[src/rtl/rx_pkg.sv]
// Shared types for the serial receiver.
// Assumes: nothing beyond the standard language.
package rx_pkg;
    typedef enum logic {
        RX_IDLE = 1'b0,
        RX_RUN  = 1'b1
    } rx_state_t;
endpackage

[src/rtl/rx_line_sync.sv]
// Multi-stage synchronizer for the asynchronous serial line.
// Assumes: STAGES >= 2, and the line idles high (so stages reset to 1).
module rx_line_sync #(
    parameter int STAGES = 2
) (
    input  logic clk,
    input  logic rst_n,
    input  logic din,
    output logic dout
);
    logic [STAGES-1:0] chain;

    // Shift the raw line through the synchronizer stages.
    always_ff @(posedge clk) begin
        if (!rst_n) chain <= '1;
        else        chain <= {chain[STAGES-2:0], din};
    end

    assign dout = chain[STAGES-1];
endmodule

[src/rtl/rx_bit_engine.sv]
// Frame engine: detects the start edge, counts sample periods and votes
// each bit from the three samples around mid-bit. It also assembles the
// data bits in a shift register and pulses char_done when the stop bit
// is decided.
// Assumes: os_tick is a one-cycle pulse at OS_RATE times the bit rate, and
// long_mode is steady for the duration of a character.
module rx_bit_engine
    import rx_pkg::*;
#(
    parameter int OS_RATE = 16,
    parameter int DATA_W  = 9
) (
    input  logic              clk,
    input  logic              rst_n,
    input  logic              os_tick,
    input  logic              line,
    input  logic              long_mode,
    output logic              char_done,
    output logic              stop_ok,
    output logic [DATA_W-1:0] shreg
);
    localparam int PH_W   = $clog2(OS_RATE);
    localparam int SLOT_W = $clog2(DATA_W + 2);
    localparam int MID    = OS_RATE / 2;
    localparam logic [PH_W-1:0] PH_A    = PH_W'(MID - 1);
    localparam logic [PH_W-1:0] PH_B    = PH_W'(MID);
    localparam logic [PH_W-1:0] PH_C    = PH_W'(MID + 1);
    localparam logic [PH_W-1:0] PH_LAST = PH_W'(OS_RATE - 1);

    rx_state_t         state;
    logic [PH_W-1:0]   phase;
    logic [SLOT_W-1:0] slot;
    logic [SLOT_W-1:0] stop_slot;
    logic              v_a, v_b, seen_high, vote, decide;

    // Majority vote and decision strobe for the current bit.
    always_comb begin
        vote      = (v_a & v_b) | (v_a & line) | (v_b & line);
        decide    = os_tick && (state == RX_RUN) && (phase == PH_C);
        stop_slot = long_mode ? SLOT_W'(DATA_W + 1) : SLOT_W'(DATA_W);
        char_done = decide && (slot == stop_slot);
        stop_ok   = vote;
    end

    // Frame sequencing: start detection, sample capture and bit placement.
    always_ff @(posedge clk) begin
        if (!rst_n) begin
            state     <= RX_IDLE;
            phase     <= '0;
            slot      <= '0;
            v_a       <= 1'b0;
            v_b       <= 1'b0;
            seen_high <= 1'b0;
            shreg     <= '0;
        end else if (os_tick) begin
            if (state == RX_IDLE) begin
                seen_high <= line;
                if (seen_high && !line) begin
                    state <= RX_RUN;
                    phase <= PH_W'(1);
                    slot  <= '0;
                end
            end else begin
                phase <= (phase == PH_LAST) ? '0 : phase + 1'b1;
                if (phase == PH_A) v_a <= line;
                if (phase == PH_B) v_b <= line;
                if (decide) begin
                    if (slot == '0) begin
                        if (vote) begin
                            state     <= RX_IDLE;
                            seen_high <= 1'b1;
                        end else begin
                            slot <= SLOT_W'(1);
                        end
                    end else if (slot == stop_slot) begin
                        state     <= RX_IDLE;
                        seen_high <= vote;
                    end else begin
                        for (int i = 0; i < DATA_W; i++) begin
                            if (slot == SLOT_W'(i + 1)) shreg[i] <= vote;
                        end
                        slot <= slot + 1'b1;
                    end
                end
            end
        end
    end
endmodule

[src/rtl/rx_hold_buffer.sv]
// Read-side holding register: takes the assembled character on char_done,
// selects the ninth-bit status source by mode, and keeps the full flag
// with its status-then-data clearing handshake.
// Assumes: stat_rd and data_rd are one-cycle pulses.
module rx_hold_buffer #(
    parameter int DATA_W = 9
) (
    input  logic              clk,
    input  logic              rst_n,
    input  logic              load,
    input  logic              stop_ok,
    input  logic              long_mode,
    input  logic [DATA_W-1:0] shreg,
    input  logic              stat_rd,
    input  logic              data_rd,
    output logic [DATA_W-2:0] rx_data,
    output logic              ninth_bit,
    output logic              rx_full,
    output logic              frame_err
);
    logic armed;

    // Load a finished character, or step the flag-clearing handshake.
    always_ff @(posedge clk) begin
        if (!rst_n) begin
            rx_data   <= '0;
            ninth_bit <= 1'b0;
            rx_full   <= 1'b0;
            frame_err <= 1'b0;
            armed     <= 1'b0;
        end else if (load) begin
            rx_data   <= shreg[DATA_W-2:0];
            ninth_bit <= long_mode ? shreg[DATA_W-1] : shreg[DATA_W-2];
            rx_full   <= 1'b1;
            frame_err <= !stop_ok;
            armed     <= 1'b0;
        end else if (data_rd && armed) begin
            rx_full <= 1'b0;
            armed   <= 1'b0;
        end else if (stat_rd && rx_full) begin
            armed <= 1'b1;
        end
    end
endmodule

[src/rtl/serial_rx_core.sv]
// Top of the serial receiver: synchronizer, frame engine and holding
// register, plus the gated receive interrupt request.
// Assumes: os_tick at 16x the bit rate; mode steady within a character.
module serial_rx_core #(
    parameter int OS_RATE     = 16,
    parameter int DATA_W      = 9,
    parameter int SYNC_STAGES = 2
) (
    input  logic              clk,
    input  logic              rst_n,
    input  logic              os_tick,
    input  logic              rxd,
    input  logic              nine_bit_mode,
    input  logic              rx_irq_en,
    input  logic              stat_rd,
    input  logic              data_rd,
    output logic [DATA_W-2:0] rx_data,
    output logic              ninth_bit,
    output logic              rx_full,
    output logic              frame_err,
    output logic              rx_irq
);
    logic              line_s;
    logic              char_done;
    logic              stop_ok;
    logic [DATA_W-1:0] shreg;

    rx_line_sync #(.STAGES(SYNC_STAGES)) u_sync (
        .clk  (clk),
        .rst_n(rst_n),
        .din  (rxd),
        .dout (line_s)
    );

    rx_bit_engine #(.OS_RATE(OS_RATE), .DATA_W(DATA_W)) u_engine (
        .clk      (clk),
        .rst_n    (rst_n),
        .os_tick  (os_tick),
        .line     (line_s),
        .long_mode(nine_bit_mode),
        .char_done(char_done),
        .stop_ok  (stop_ok),
        .shreg    (shreg)
    );

    rx_hold_buffer #(.DATA_W(DATA_W)) u_buf (
        .clk      (clk),
        .rst_n    (rst_n),
        .load     (char_done),
        .stop_ok  (stop_ok),
        .long_mode(nine_bit_mode),
        .shreg    (shreg),
        .stat_rd  (stat_rd),
        .data_rd  (data_rd),
        .rx_data  (rx_data),
        .ninth_bit(ninth_bit),
        .rx_full  (rx_full),
        .frame_err(frame_err)
    );

    // Interrupt request follows the full flag under the enable.
    assign rx_irq = rx_full & rx_irq_en;
endmodule

[config.mk]
export PLATFORM = sky130hd
export DESIGN_NAME = serial_rx_core
export DESIGN_NICKNAME = d
export VERILOG_FILES = /design/src/rtl/rx_pkg.sv /design/src/rtl/rx_line_sync.sv /design/src/rtl/rx_bit_engine.sv /design/src/rtl/rx_hold_buffer.sv /design/src/rtl/serial_rx_core.sv
export SDC_FILE = /design/constraint.sdc
export NUM_CORES = 1
export LEC_CHECK = 0
export CAP_MARGIN = 20
export CORE_ASPECT_RATIO = 1.2
export CORE_MARGIN = 4
export CORE_UTILIZATION = 48
export CTS_CLUSTER_SIZE = 14
export DETAILED_ROUTE_END_ITERATION = 12
export GPL_ROUTABILITY_DRIVEN = 1
export PLACE_DENSITY_LB_ADDON = 0.12
export SLEW_MARGIN = 5
export SYNTH_ARGS = -nofsm -noshare
export SYNTH_HDL_FRONTEND = slang
export SYNTH_SLANG_ARGS = --single-unit
[constraint.sdc]
create_clock -name clk -period 2.4 [get_ports clk]
set_clock_uncertainty 0.05 [all_clocks]
set_input_delay 0.36 -clock clk [delete_from_list [all_inputs] [get_ports clk]]
set_output_delay 0.36 -clock clk [all_outputs]
set_load 0.1 [all_outputs]
==> implementation parameters <==
Parameter                              Value

Logic synthesis
  Avg Synthesized Cell Area    around 8.9 um2
  Ys flop type    dfxtp_1
  Total nets after synthesis    approximately 220
  Unique masters post-synth    47
  Total number of yosys warnings    0
  Proportion of synthesized chip area in sequential cells    0.386
  Count of flip-flops with a built-in enable after synthesis    0
  Number of synthesized register bits    35
  Post-synthesis instance total    approximately 200
  Synthesized cell area    0.00182 mm2
  Proportion of synthesized flip-flops having asynchronous set or reset    0

Die
  Core region area    roughly 0.0036 mm2
  Number of primary I/O pins    20
  Die extent in x    64.1 um
  Starting density of the core    0.500
  Die height    ~75 um
  Die area    0.00483 mm2
  Number of placement rows    24

Clock network
  Number of buffers added for setup after CTS    0
  H-tree levels    2
  Number of resized instances in the post-cts repair step    0
  Count of clock tree sinks    35
  Clock latency on the worst-skew pair    0.29 ns
  Root buffer cell    clkbuf_8
  Hold-fix buffer count after cts    0
  Clock slew at the register clock pins of the worst setup and hold paths    around 0.070 ns
  TritonCTS clock tree    yes
  Maximum number of buffers from clock root to sink    2
  Clock buffer count from CTS    5

Finish
  P&R area growth vs syn    16.1%
  Share of cells above drive strength 1    0.161
  Finished Layout Cells    between 200 and 300
  Most frequent cells in the layout    nand2_1 (37), dfxtp_1 (35), buf_4 (16)
  Non-Filler Cell Area, Final    0.00211 mm2
  Number of antenna diodes    0
  Area of the multi-input gates    approximately 0.0010 mm2
  Area occupied by registers    about 700 um2
  Net count of the finished layout    ~240
  Number of fill cells in the layout    340
  Commonest non-fill, non-tap cell in the layout    nand2_1
  Final core utilization    0.580

Route
  Number of vias per cell    about 5.2
  First-pass detailed-route iteration total    4
  Overall routed net length    3770 um
  Avg WL per Cell    13.6 um
  Routed Antenna Nets    0
  Iteration-0 DRC count of the detailed router    77
  Via count    between 1000 and 1500
  DRC violation count after routing    0

Timing
  Highest Clock Rate    approximately 0.5 GHz
  Final cycle utilization of the critical path    0.823
  Final worst hold slack    0.367 ns
  Transition time of the tightest slew-check pin    between 0.5 and 0.6 ns
  Setup repair after global routing missed its margin    no
  Final critical-path setup slack    roughly 0.42 ns
  Max-slew headroom at the worst pin    0.609
  Number of setup violations in the final report    0
  Setup TNS Final    0 ns
  Final count of hold timing violations    0
  Count of pins over their slew limit    0
  Post-layout min period    1.98 ns

Critical path
  Maximum fanout count along the critical path    4
  Kind of critical path    in -> reg
  Slack of the worst reg-to-reg path    about 0.50 ns
  Critical path data arrival time    2.11 ns
  Number of cells on the worst reg-to-reg path    7
  Required time reported for the critical path endpoint    between 2 and 3 ns
  CP endpoint kind    flop
  Startpoint class of the critical path    primary input

Pwr
  Pleak    around 0.81 nW
  Maximum vdd drop    350 uV
  Overall power after layout    about 1.0 mW
  PwrDens    approximately 500 mW/mm2

Worst hold path
  Worst min path class    reg -> reg
  Count of cells along the worst hold path    1

Place
  Cell Count Post-Placement    about 270
  Number of port buffers    19
  Worst slack at placement    around 0.14 ns
  HPWL Detailed    about 2800 um
  Placed cell areas    0.00203 mm2
  Routability congestion estimate from global placement    just over 0.8

Global routing
  Antenna violations before repair    0
  First-pass GRT wire length    6380 um
  Pin count of the biggest net entering global routing    21
  Aggregate global routing overflow    0
  Total global-route track usage    0.174
  Number of global-route vias before repair    between 1000 and 1500

Job
  Count of maximum capacitance violations    0

Status
  Status    finished clean
## final cells by class
class / count / area share
Clock buffer: 7 / 0.0362
Clock inverter: 1 / 0.00237
Inverter: 6 / 0.0107
Multi-Input combinational cell: 151 / 0.488
Sequential cell: 35 / 0.332
Tap cell: 52 / 0.0309
Timing Repair Buffer: 24 / 0.0997
## Yosys cell counts, types with 2 or more instances
cell / number / area (um2)
nand3_1: 4 / 20.0
dfxtp_1: 35 / 701
and3_1: 2 / 12.5
o21ai_0: 8 / 40.0
nor4b_2: 4 / 60.1
nor2b_1: 10 / 62.6
inv_1: 6 / 22.5
o211a_1: 3 / 30.0
and2_1: 4 / 25.0
a31oi_1: 2 / 12.5
nand2_1: 37 / 139
a21oi_1: 4 / 20.0
o211ai_1: 2 / 15.0
a21boi_0: 12 / 90.1
o21ai_1: 2 / 10.0
mux2i_1: 10 / 100
nor2_1: 8 / 30.0
nor3b_1: 2 / 15.0
clkbuf_1: 7 / 26.3
a21boi_1: 2 / 15.0
nor3_1: 5 / 25.0
nand2b_1: 3 / 18.8
ha_1: 7 / 87.6
## critical path, stage by stage
cell and delay (ns):
clkdlybuf4s50_1 0.47, and4b_1 0.36, nand4b_4 0.14, nor4_2 0.28, mux2_1 0.34, and2_1 0.15
## flip-flops by register name (all words and copies together) (netlist names), 2 cells and up
name and count:
u_engine.shreg 9, u_buf.rx_data 8, u_sync.chain 2, u_engine.phase 4, u_engine.slot 4
## layer usage
metal	routed length, um	vias up	global-route usage
li1	-	740	-
met1	1620	663	0.188
met2	1940	29	0.324
met3	144	6	0.0487
met4	62	0	0.0728
met5	0	-	0
## where the power goes
group	internal [mW]	total [mW]	switching, mW
Clock	0.204	0.412	0.208
Combinational	0.0245	0.0460	0.0216
Sequential	0.584	0.587	0.00236
Total	0.812	1.04	0.232
## cell families after synthesis
kind of cell             share of synthesized area
AO/OA/AOI/OAI                                0.155
buffers and inverters                       0.0476
multiplexers                                0.0613
adder cells (fa/ha/maj)                     0.0538
AND/OR/NAND/NOR                              0.296
flip-flops                                   0.386
## worst paths after layout
check / endpoint / startpoint
worst max-delay path: u_engine.shreg[8] / os_tick
worst max register to register: u_engine.seen_high / u_engine.slot[1]
worst min-delay path: u_sync.chain[1] / u_sync.chain[0]
worst min register to register: u_sync.chain[1] / u_sync.chain[0]
(Power assumes the default switching activity.)
